**src/rtl/zcmv_pkg.sv**
```systemverilog
package zcmv_pkg;

  localparam int NPH = 3;

  typedef enum logic [1:0] {
    ROLE_NONE = 2'd0,
    ROLE_Y1   = 2'd1,
    ROLE_Y2   = 2'd2,
    ROLE_Y3   = 2'd3
  } role_e;

endpackage

```
**src/rtl/zcmv_ref_split.sv**
```systemverilog
module zcmv_ref_split #(
  parameter int NLEV = 5,
  parameter int IW   = 4,
  parameter int FW   = 12,
  parameter int LW   = 2
) (
  input  logic [IW+FW-1:0] ref_i,
  output logic [LW-1:0]    base_o,
  output logic [FW:0]      duty_o
);

  localparam int RW = IW + FW;
  localparam logic [IW-1:0] TOP_INT = IW'(NLEV - 1);
  localparam logic [LW-1:0] TOP_BASE = LW'(NLEV - 2);
  localparam logic [FW:0]   ONE = {1'b1, {FW{1'b0}}};

  logic [IW-1:0] int_part;

  assign int_part = ref_i[RW-1:FW];

  // Saturate at the top level so the duty can reach a full 1.0
  always_comb begin
    if (int_part >= TOP_INT) begin
      base_o = TOP_BASE;
      duty_o = ONE;
    end else begin
      base_o = LW'(int_part);
      duty_o = {1'b0, ref_i[FW-1:0]};
    end
  end

endmodule

```
**src/rtl/zcmv_duty_rank.sv**
```systemverilog
module zcmv_duty_rank
  import zcmv_pkg::*;
#(
  parameter int DW = 13
) (
  input  logic [NPH-1:0][DW-1:0] duty_i,
  input  logic                   pat2_i,
  output logic [NPH-1:0][1:0]    role_o,
  output logic [DW-1:0]          dmax_o,
  output logic [DW-1:0]          dmid_o,
  output logic [DW-1:0]          dmin_o
);

  logic [NPH-1:0][1:0] pos;

  // Pairwise ranking: on a tie the lower phase index wins
  always_comb begin
    pos = '0;
    for (int i = 0; i < NPH; i++) begin
      for (int j = i + 1; j < NPH; j++) begin
        if (duty_i[i] >= duty_i[j]) pos[j] = pos[j] + 2'd1;
        else                        pos[i] = pos[i] + 2'd1;
      end
    end
  end

  always_comb begin
    dmax_o = '0;
    dmid_o = '0;
    dmin_o = '0;
    for (int i = 0; i < NPH; i++) begin
      case (pos[i])
        2'd0:    dmax_o = duty_i[i];
        2'd1:    dmid_o = duty_i[i];
        default: dmin_o = duty_i[i];
      endcase
    end
  end

  // Role by rank; the pattern decides which end of the order takes Y3
  always_comb begin
    for (int i = 0; i < NPH; i++) begin
      case (pos[i])
        2'd0:    role_o[i] = pat2_i ? ROLE_Y2 : ROLE_Y3;
        2'd1:    role_o[i] = ROLE_Y1;
        default: role_o[i] = pat2_i ? ROLE_Y3 : ROLE_Y2;
      endcase
    end
  end

endmodule

```
**src/rtl/zcmv_group_judge.sv**
```systemverilog
module zcmv_group_judge #(
  parameter int FW = 12
) (
  input  logic        pat2_i,
  input  logic [FW:0] dmax_i,
  input  logic [FW:0] dmid_i,
  input  logic [FW:0] dmin_i,
  output logic        grp2_o
);

  localparam int DW = FW + 1;
  localparam int PW = 2 * DW + 1;
  localparam logic [DW-1:0] ONE = {1'b1, {FW{1'b0}}};

  logic [DW-1:0] l_x;
  logic [DW-1:0] r_a;
  logic [DW-1:0] r_b;
  logic [PW-1:0] lhs;
  logic [PW-1:0] rhs;

  // Operands are steered by pattern so that only two multipliers exist
  always_comb begin
    if (pat2_i) begin
      l_x = dmax_i;
      r_a = ONE - dmid_i;
      r_b = ONE - dmin_i;
    end else begin
      l_x = dmin_i;
      r_a = dmax_i;
      r_b = dmid_i;
    end
  end

  always_comb begin
    lhs    = (PW'(l_x) * PW'(ONE - l_x)) << 1;
    rhs    = PW'(r_a) * PW'(r_b);
    grp2_o = (lhs >= rhs);
  end

endmodule

```
**src/rtl/zcmv_seq_select.sv**
```systemverilog
module zcmv_seq_select
  import zcmv_pkg::*;
#(
  parameter int NLEV = 5,
  parameter int IW   = 4,
  parameter int FW   = 12,
  parameter int LW   = 2
) (
  input  logic             clk,
  input  logic             rst_n,
  input  logic             start_i,
  input  logic [IW+FW-1:0] ref_a_i,
  input  logic [IW+FW-1:0] ref_b_i,
  input  logic [IW+FW-1:0] ref_c_i,
  output logic             done_o,
  output logic             err_o,
  output logic [LW-1:0]    base_a_o,
  output logic [LW-1:0]    base_b_o,
  output logic [LW-1:0]    base_c_o,
  output logic [FW:0]      duty_a_o,
  output logic [FW:0]      duty_b_o,
  output logic [FW:0]      duty_c_o,
  output logic             pat_o,
  output logic             grp_o,
  output logic [1:0]       role_a_o,
  output logic [1:0]       role_b_o,
  output logic [1:0]       role_c_o
);

  localparam int RW  = IW + FW;
  localparam int DW  = FW + 1;
  localparam int FLW = LW + 2;
  localparam logic [FLW-1:0] FL_PAT1 = FLW'(3 * (NLEV - 1) / 2 - 1);
  localparam logic [FLW-1:0] FL_PAT2 = FLW'(3 * (NLEV - 1) / 2 - 2);

  // ---------------- reset release synchronizer ----------------
  logic [1:0] rsync_q;
  logic       rst_sync_n;

  always_ff @(posedge clk or negedge rst_n) begin
    if (!rst_n) rsync_q <= 2'b00;
    else        rsync_q <= {rsync_q[0], 1'b1};
  end
  assign rst_sync_n = rsync_q[1];

  // ---------------- stage 1: split ----------------
  logic [NPH-1:0][RW-1:0] ref_w;
  logic [NPH-1:0][LW-1:0] base_w;
  logic [NPH-1:0][DW-1:0] duty_w;

  assign ref_w[0] = ref_a_i;
  assign ref_w[1] = ref_b_i;
  assign ref_w[2] = ref_c_i;

  for (genvar g = 0; g < NPH; g++) begin : g_split
    zcmv_ref_split #(
      .NLEV(NLEV), .IW(IW), .FW(FW), .LW(LW)
    ) u_split (
      .ref_i (ref_w[g]),
      .base_o(base_w[g]),
      .duty_o(duty_w[g])
    );
  end

  logic                   s1_vld_q;
  logic [NPH-1:0][LW-1:0] s1_base_q;
  logic [NPH-1:0][DW-1:0] s1_duty_q;

  always_ff @(posedge clk or negedge rst_sync_n) begin
    if (!rst_sync_n) s1_vld_q <= 1'b0;
    else             s1_vld_q <= start_i;
  end

  always_ff @(posedge clk or negedge rst_sync_n) begin
    if (!rst_sync_n) begin
      s1_base_q <= '0;
      s1_duty_q <= '0;
    end else if (start_i) begin
      s1_base_q <= base_w;
      s1_duty_q <= duty_w;
    end
  end

  // ---------------- stage 2: pattern, rank, roles ----------------
  logic [FLW-1:0]         fl_w;
  logic                   pat2_w;
  logic                   fl_bad_w;
  logic [NPH-1:0][1:0]    role_w;
  logic [DW-1:0]          dmax_w;
  logic [DW-1:0]          dmid_w;
  logic [DW-1:0]          dmin_w;

  always_comb begin
    fl_w = '0;
    for (int i = 0; i < NPH; i++) fl_w = fl_w + FLW'(s1_base_q[i]);
    pat2_w   = (fl_w == FL_PAT2);
    fl_bad_w = (fl_w != FL_PAT1) && (fl_w != FL_PAT2);
  end

  zcmv_duty_rank #(.DW(DW)) u_rank (
    .duty_i(s1_duty_q),
    .pat2_i(pat2_w),
    .role_o(role_w),
    .dmax_o(dmax_w),
    .dmid_o(dmid_w),
    .dmin_o(dmin_w)
  );

  logic                   s2_vld_q;
  logic                   s2_bad_q;
  logic                   s2_pat2_q;
  logic [NPH-1:0][1:0]    s2_role_q;
  logic [NPH-1:0][LW-1:0] s2_base_q;
  logic [NPH-1:0][DW-1:0] s2_duty_q;
  logic [DW-1:0]          s2_dmax_q;
  logic [DW-1:0]          s2_dmid_q;
  logic [DW-1:0]          s2_dmin_q;

  always_ff @(posedge clk or negedge rst_sync_n) begin
    if (!rst_sync_n) s2_vld_q <= 1'b0;
    else             s2_vld_q <= s1_vld_q;
  end

  always_ff @(posedge clk or negedge rst_sync_n) begin
    if (!rst_sync_n) begin
      s2_bad_q  <= 1'b0;
      s2_pat2_q <= 1'b0;
      s2_role_q <= '0;
      s2_base_q <= '0;
      s2_duty_q <= '0;
      s2_dmax_q <= '0;
      s2_dmid_q <= '0;
      s2_dmin_q <= '0;
    end else if (s1_vld_q) begin
      s2_bad_q  <= fl_bad_w;
      s2_pat2_q <= pat2_w;
      s2_role_q <= role_w;
      s2_base_q <= s1_base_q;
      s2_duty_q <= s1_duty_q;
      s2_dmax_q <= dmax_w;
      s2_dmid_q <= dmid_w;
      s2_dmin_q <= dmin_w;
    end
  end

  // ---------------- stage 3: family decision, result registers ----------------
  logic grp2_w;

  zcmv_group_judge #(.FW(FW)) u_judge (
    .pat2_i(s2_pat2_q),
    .dmax_i(s2_dmax_q),
    .dmid_i(s2_dmid_q),
    .dmin_i(s2_dmin_q),
    .grp2_o(grp2_w)
  );

  logic                   res_en;
  logic                   done_q;
  logic                   err_q;
  logic                   pat_q;
  logic                   grp_q;
  logic [NPH-1:0][1:0]    role_q;
  logic [NPH-1:0][LW-1:0] base_q;
  logic [NPH-1:0][DW-1:0] duty_q;

  assign res_en = s2_vld_q && !s2_bad_q;

  always_ff @(posedge clk or negedge rst_sync_n) begin
    if (!rst_sync_n) done_q <= 1'b0;
    else             done_q <= s2_vld_q;
  end

  always_ff @(posedge clk or negedge rst_sync_n) begin
    if (!rst_sync_n)   err_q <= 1'b0;
    else if (s2_vld_q) err_q <= s2_bad_q;
  end

  always_ff @(posedge clk or negedge rst_sync_n) begin
    if (!rst_sync_n) begin
      pat_q  <= 1'b0;
      grp_q  <= 1'b0;
      role_q <= '0;
      base_q <= '0;
      duty_q <= '0;
    end else if (res_en) begin
      pat_q  <= s2_pat2_q;
      grp_q  <= grp2_w;
      role_q <= s2_role_q;
      base_q <= s2_base_q;
      duty_q <= s2_duty_q;
    end
  end

  assign done_o   = done_q;
  assign err_o    = err_q;
  assign pat_o    = pat_q;
  assign grp_o    = grp_q;
  assign base_a_o = base_q[0];
  assign base_b_o = base_q[1];
  assign base_c_o = base_q[2];
  assign duty_a_o = duty_q[0];
  assign duty_b_o = duty_q[1];
  assign duty_c_o = duty_q[2];
  assign role_a_o = role_q[0];
  assign role_b_o = role_q[1];
  assign role_c_o = role_q[2];

endmodule

```
**config.mk**
```make
export PLATFORM = sky130hd
export DESIGN_NAME = zcmv_seq_select
export DESIGN_NICKNAME = d
export VERILOG_FILES = /design/src/rtl/zcmv_pkg.sv /design/src/rtl/zcmv_ref_split.sv /design/src/rtl/zcmv_duty_rank.sv /design/src/rtl/zcmv_group_judge.sv /design/src/rtl/zcmv_seq_select.sv
export SDC_FILE = /design/constraint.sdc
export NUM_CORES = 1
export LEC_CHECK = 0
export BUFFER_PORTS_ARGS = -buffer_cell sky130_fd_sc_hd__buf_4
export CAP_MARGIN = 40
export CELL_PAD_IN_SITES_DETAIL_PLACEMENT = 0
export CELL_PAD_IN_SITES_GLOBAL_PLACEMENT = 1
export CORE_ASPECT_RATIO = 0.8
export CORE_UTILIZATION = 55
export CTS_BUF_LIST = sky130_fd_sc_hd__clkbuf_2
export DETAILED_ROUTE_END_ITERATION = 16
export HOLD_SLACK_MARGIN = 0.03
export PLACE_DENSITY_LB_ADDON = 0.1
export SKIP_CTS_REPAIR_TIMING = 1
export SYNTH_ARGS = -nofsm -noshare
export SYNTH_HDL_FRONTEND = slang
export SYNTH_SLANG_ARGS = --single-unit
```
**constraint.sdc**
```tcl
create_clock -name clk -period 9.7 [get_ports clk]
set_input_delay 0.485 -clock clk [delete_from_list [all_inputs] [get_ports clk]]
set_output_delay 0.485 -clock clk [all_outputs]
set_load 0.02 [all_outputs]
```
* After elaboration in Yosys (flattened, before gate mapping)
Cells that the tools add are included.
** Word-level totals
- Bits in registers :: 196
- Input bits :: 51
- Output and inout bits :: 55
** Operators by class
- Add/subtract/negate cells :: 8
- Multipliers :: 2
- $lt $le $gt $ge :: 7
- Equal/unequal tests :: 6
- Muxes and demuxes :: 29
- Reductions and logical operators :: 9
** Operator list (count)
- 13-bit 2-to-1 mux :: 15
- 13-bit >= comparator :: 3
- 27-bit by 26-bit >= comparator with 1-bit output :: 1
- 13-bit by 27-bit multiplier with 26-bit output :: 1
- 13-bit by 13-bit multiplier with 26-bit output :: 1
- 13-bit subtractor (first input constant) :: 2
- 13-bit by 13-bit subtractor with 14-bit output (first input constant) :: 1
- 4-bit by 3-bit >= comparator with 1-bit output (second input constant) :: 3
- 2-bit 2-to-1 mux :: 6
- 2-bit one-hot mux with 2 select lines :: 3
- 4-bit by 3-bit != test with 1-bit output (second input constant) :: 2
- 1-bit by 1-bit adder with 2-bit output (second input constant) :: 3
- 2-bit by 1-bit == test with 1-bit output (second input constant) :: 3
- 2-bit logical NOT :: 3
- 2-bit OR reduction :: 3
- 1-bit 2-to-1 mux :: 5
- 3-bit by 2-bit adder with 4-bit output :: 1
- 4-bit by 3-bit == test with 1-bit output (second input constant) :: 1
- 2-bit by 2-bit adder with 3-bit output :: 1
- 1-bit logical AND :: 2
- 1-bit logical NOT :: 1

* Logic depth before layout (Yosys ltp)
- Depth after elaboration :: 9
- Gate-level depth with buffers :: 38

* Modules after synthesis
Synthesis repeated with hierarchy kept, for this count alone.
** Second synthesis, totals
- Cells, all modules :: 2303
- Area total of the unflattened synthesis :: 23120.9 µm²
** By module, submodules not included
- zcmv_group_judge :: times used 1, cells each 1564, area an instance 13307.8 µm², seq. area each 0.0 µm²
- zcmv_seq_select :: times used 1, cells each 425, area an instance 7503.4 µm², seq. area each 4904.7 µm²
- zcmv_duty_rank :: times used 1, cells each 263, area an instance 1776.7 µm², seq. area each 0.0 µm²
- zcmv_ref_split :: times used 3, cells each 17, area an instance 177.7 µm², seq. area each 0.0 µm²

* Least setup slack after synthesis
No wires, ideal clock.
- Path kind :: reg2reg
- From :: register s2_pat2_q
- To :: register grp_q (netlist: grp_o)
- Setup time :: 146 ps
- Arrival :: 7795 ps
- Data required time :: 9554 ps
- Slack :: 1759 ps
- Cell stages (with the launch flop) :: 36
- Clock period less this slack :: 7941 ps
- Cell sequence :: dfrtp_1 -> buf_6 -> mux2i_1 -> clkbuf_1 -> ha_1 -> inv_1 -> nor3_1 -> nand3_1 -> or3_1 -> ha_1 -> clkbuf_1 -> nor2_1 -> fa_1 -> fa_1 -> fa_1 -> fa_1 -> inv_1 -> fa_1 -> inv_1 -> ha_1 -> a21oi_1 -> o221ai_1 -> a21oi_1 -> nand2_1 -> a31o_2 -> a21oi_1 -> xnor2_1 -> ha_1 -> a211oi_1 -> nor2_1 -> nor2_1 -> nand4b_1 -> o211ai_1 -> a21oi_1 -> nor2_1 -> a31oi_1
** On the way
- Word-level cells in the longest chain between the ends :: 4
- Elaborated cells on any way between the ends :: 7
- Those cells by class :: add/sub: 1; mul: 2; order compare: 1; mux: 3
** RTL lines
- start: declaration :: RTL line zcmv_seq_select.sv:111 : logic s2_pat2_q;
- start signal: assignment :: RTL line zcmv_seq_select.sv:136 : s2_pat2_q <= pat2_w;
- 13-bit 2-to-1 mux :: RTL line zcmv_group_judge.sv:23 : if (pat2_i) begin
- 13-bit by 13-bit subtractor with 14-bit output :: RTL line zcmv_group_judge.sv:35 : lhs = (PW'(l_x) * PW'(ONE - l_x)) << 1;
- 13-bit by 27-bit multiplier with 26-bit output :: RTL line zcmv_group_judge.sv:35
- 27-bit by 26-bit >= comparator with 1-bit output * :: RTL line zcmv_group_judge.sv:37 : grp2_o = (lhs >= rhs);
- end signal: assignment :: RTL line zcmv_seq_select.sv:187 : grp_q <= grp2_w;
- end: declaration :: RTL line zcmv_seq_select.sv:161 : logic grp_q;
Every way passes the cells marked *; elsewhere a longest branch is shown, timed or not.
A chain may end at the register's enable or synchronous reset.

* Final worst setup path
Ends and elaborated chain as after synthesis.

==> summary.txt <==
Die
  – Chip width: 230 µm
  – Number of standard-cell rows in the floorplan: 66
  – Die Area: 42400 µm²
  – IO Pins: 106
  – CORE AREA: 40800 µm²
  – Initial standard-cell utilization of the core: 0.560
  – Height of the chip: 184 µm

Final layout
  – Share of cells above drive strength 1: 0.158
  – Count of inserted antenna diode cells: 0
  – Net count, final: 3076
  – Most common cell after layout, fill and taps aside: sky130_fd_sc_hd__inv_1
  – Area growth from synthesis to layout: 10.1%
  – Layout Cell Area excl Fill: 25200 µm²
  – Number of fillers in the final layout: 3544
  – Utilization after layout: 0.617
  – Most frequent cells in the layout: 437 x sky130_fd_sc_hd__inv_1, 291 x sky130_fd_sc_hd__fa_1, 224 x sky130_fd_sc_hd__nor2_1

Synthesis
  – Sequential-to-total area share from yosys stat: 0.215
  – Area fraction of the dominant cell type after synthesis: 0.255
  – Library cells used by synthesis: 69
  – FFs w/ async S/R, synth: 1.00
  – Library cell occupying the most area in the post-synthesis netlist: sky130_fd_sc_hd__fa_1
  – Synthesized cell area: 22900 µm²
  – Most frequently used flop master after synthesis: sky130_fd_sc_hd__dfrtp_1
  – Synthesized netlist net count: 2946
  – Syn_area_per_cell: 9.51 µm²
  – Post-Synthesis Cells: 2402
  – Number of enable flip-flop cells after synthesis: 0
  – Top area cells in the synthesized netlist: sky130_fd_sc_hd__fa_1 25%, sky130_fd_sc_hd__dfrtp_1 21%, sky130_fd_sc_hd__ha_1 11%, sky130_fd_sc_hd__mux2_2 7.8%, sky130_fd_sc_hd__inv_1 7.2%
  – Number of synthesized register bits: 196
  – Yosys Warn Count: 0

Clock tree
  – Clock tree sinks: 196
  – Num CTS Buffers: 17
  – Clock Pin Slew Worst Setup and Hold Paths: 320 ps
  – Maximum number of buffers from clock root to sink: 2
  – CTS H-tree lvls: 4
  – Insertion delay to the later sink of the worst-skew pair: 820 ps
  – CTS tree: done
  – Clock root buffer master: sky130_fd_sc_hd__clkbuf_2

Global route
  – Pin count of the biggest net entering global routing: 68
  – Via count of the first global-routing pass: 16900
  – Global-route wire length before repair: 97700 µm
  – Final global-route overflow total: 0
  – Total routing usage reported by global routing: 0.303
  – Number of antenna violations at the first check in global routing: 2

Drt
  – First-pass detailed-route iteration total: 6
  – Count of vias placed by the detailed router: 17300
  – Total wire length: 62100 µm
  – Vias per cell: 5.61
  – Detailed-route DRC error count: 0
  – DRC marker count from the first detailed-route iteration: 1608
  – Drt wl/cell: 20.1 µm
  – Remaining antenna violation count after routing: 0

Min path
  – Min-delay worst type: input port to flip-flop
  – Startpoint of the tightest hold check path: ref_b_i[15]

Worst setup path
  – Sort of element at the end of the critical path: flip-flop
  – Kind of critical path: flip-flop to flip-flop
  – Crit-path leading delay family: adder cells
  – Beginning of the critical path: s2_pat2_q$_DFFE_PN0P_
  – CP max stage cell: sky130_fd_sc_hd__mux2i_1
  – Endpoint arrival time on the critical path: 10060 ps
  – Delay of the slowest critical-path stage: 800 ps
  – Largest driver fanout on the critical path: 17
  – Critical R2R Launch: s2_pat2_q$_DFFE_PN0P_
  – Type of element launching the critical path: flip-flop
  – Required time at the worst-slack endpoint: 10480 ps
  – Worst Path Buf+Inv: 4
  – Cell mode on critical path: sky130_fd_sc_hd__fa_1

Timing
  – Setup tns final: 0 ps
  – Count of final setup violators: 0
  – Fmax: 108 MHz
  – Post-Route Skew: 40.7 ps
  – Final worst hold slack: 103 ps
  – Relative slew slack: 0.311
  – Setup repair after global routing missed its margin: no
  – Transition time at the pin with the least slew margin: 1000 ps
  – Fin. Hold Viols: 0
  – Max Transition Viols Final: 0
  – Clock period minus worst slack: 9280 ps
  – Final critical-path share of the clock period: 0.957

Placement
  – Global placer's final weighted congestion: 0.963
  – Count of port buffers added during placement: 105
  – Placed standard-cell area: 24400 µm²
  – HPWL after detailed placement: 50800 µm

Flow run
  – Number of violations of the max-capacitance limit: 0

Run status
  – Result of the run: completed
==> per-layer routing <==
metal  vias to the layer above  routed length [µm]  track usage
met5                         -                  82            0
met4                         4                 570       0.0374
met3                        47                6000       0.0902
met2                       589               24400        0.396
met1                      8792               31000        0.492
li1                       7898                   -            -
==> final cells by class <==
| cell class | instances | area (µm²) | share of cell area |
|---|---|---|---|
| flip-flops and latches | 196 | 4920 | 0.195 |
| multi-input cells | 1681 | 16000 | 0.635 |
| inverters | 439 | 1650 | 0.0655 |
| clock inverters | 15 | 161 | 0.00642 |
| well taps | 544 | 681 | 0.0271 |
| clock buffers | 17 | 85.1 | 0.00338 |
| repair buffers | 197 | 1690 | 0.0671 |
==> final timing paths <==
path                                                  to  slack [ps]  cells after the start
worst max register to register         grp_o$_DFFE_PN0P_         420                     29
worst min-delay path            s1_base_q[2]$_DFFE_PN0P_         100                      3
worst min register to register   base_a_o[0]$_DFFE_PN0P_         350                      0
worst max-delay path                   grp_o$_DFFE_PN0P_         420                     29
min in group asynchronous        base_a_o[0]$_DFFE_PN0P_         350                      0
max in group asynchronous        duty_a_o[3]$_DFFE_PN0P_        8230                      2
==> sequential cells by signal, indices dropped and copies added (netlist names), 2 cells and up <==
name and flops:
s2_dmin_q 13, rsync_q 2, role_c_o 2, s2_base_q 6
duty_b_o 13, s2_dmid_q 13, base_c_o 2, duty_a_o 13
role_a_o 2, s2_dmax_q 13, s1_base_q 6, s1_duty_q 39
base_a_o 2, duty_c_o 13, role_b_o 2, s2_duty_q 39
base_b_o 2, s2_role_q 6
==> synthesized netlist by cell type (13+ instances only) <==
| cell | count |
|---|---|
| sky130_fd_sc_hd__fa_1 | 291 |
| sky130_fd_sc_hd__and2_1 | 21 |
| sky130_fd_sc_hd__ha_1 | 202 |
| sky130_fd_sc_hd__nor2b_1 | 13 |
| sky130_fd_sc_hd__nand2b_1 | 66 |
| sky130_fd_sc_hd__o21a_1 | 19 |
| sky130_fd_sc_hd__or2_2 | 35 |
| sky130_fd_sc_hd__inv_1 | 437 |
| sky130_fd_sc_hd__o21ai_0 | 56 |
| sky130_fd_sc_hd__nor2_1 | 224 |
| sky130_fd_sc_hd__a211oi_1 | 52 |
| sky130_fd_sc_hd__nor3_1 | 20 |
| sky130_fd_sc_hd__dfrtp_1 | 196 |
| sky130_fd_sc_hd__clkbuf_1 | 71 |
| sky130_fd_sc_hd__mux2i_1 | 45 |
| sky130_fd_sc_hd__a21oi_1 | 74 |
| sky130_fd_sc_hd__nand2_1 | 208 |
| sky130_fd_sc_hd__nand3_1 | 19 |
| sky130_fd_sc_hd__xor2_1 | 16 |
| sky130_fd_sc_hd__mux2_2 | 159 |
| sky130_fd_sc_hd__xnor2_1 | 53 |
==> through the flow <==
step	setup WS, ps	std cells
2_1_floorplan	1760	2402
3_3_place_gp	260	2997
3_5_place_dp	427	3006
4_1_cts	362	3038
5_1_grt	26.7	3089
6_report	416	3089
==> kinds of logic (layout without fill, tap and decap cells) <==
group,count (synthesis),count (layout),synth area share
compound gates,260,260,0.0740
simple gates,650,650,0.131
flops,196,196,0.215
mux,208,208,0.101
fa+ha+maj,493,493,0.366
other cells,1,1,0.000164
buf+inv,525,668,0.0871
xor+xnor,69,69,0.0264
==> tightest hold or removal path: cells and delay by family <==
family	cells	cell delay (ps)
compound gates	1	210
simple gates	1	120
buf+inv	1	80
Power is not shown: default switching activity piles up to over one toggle a cycle in this logic, so the estimate is an artifact.
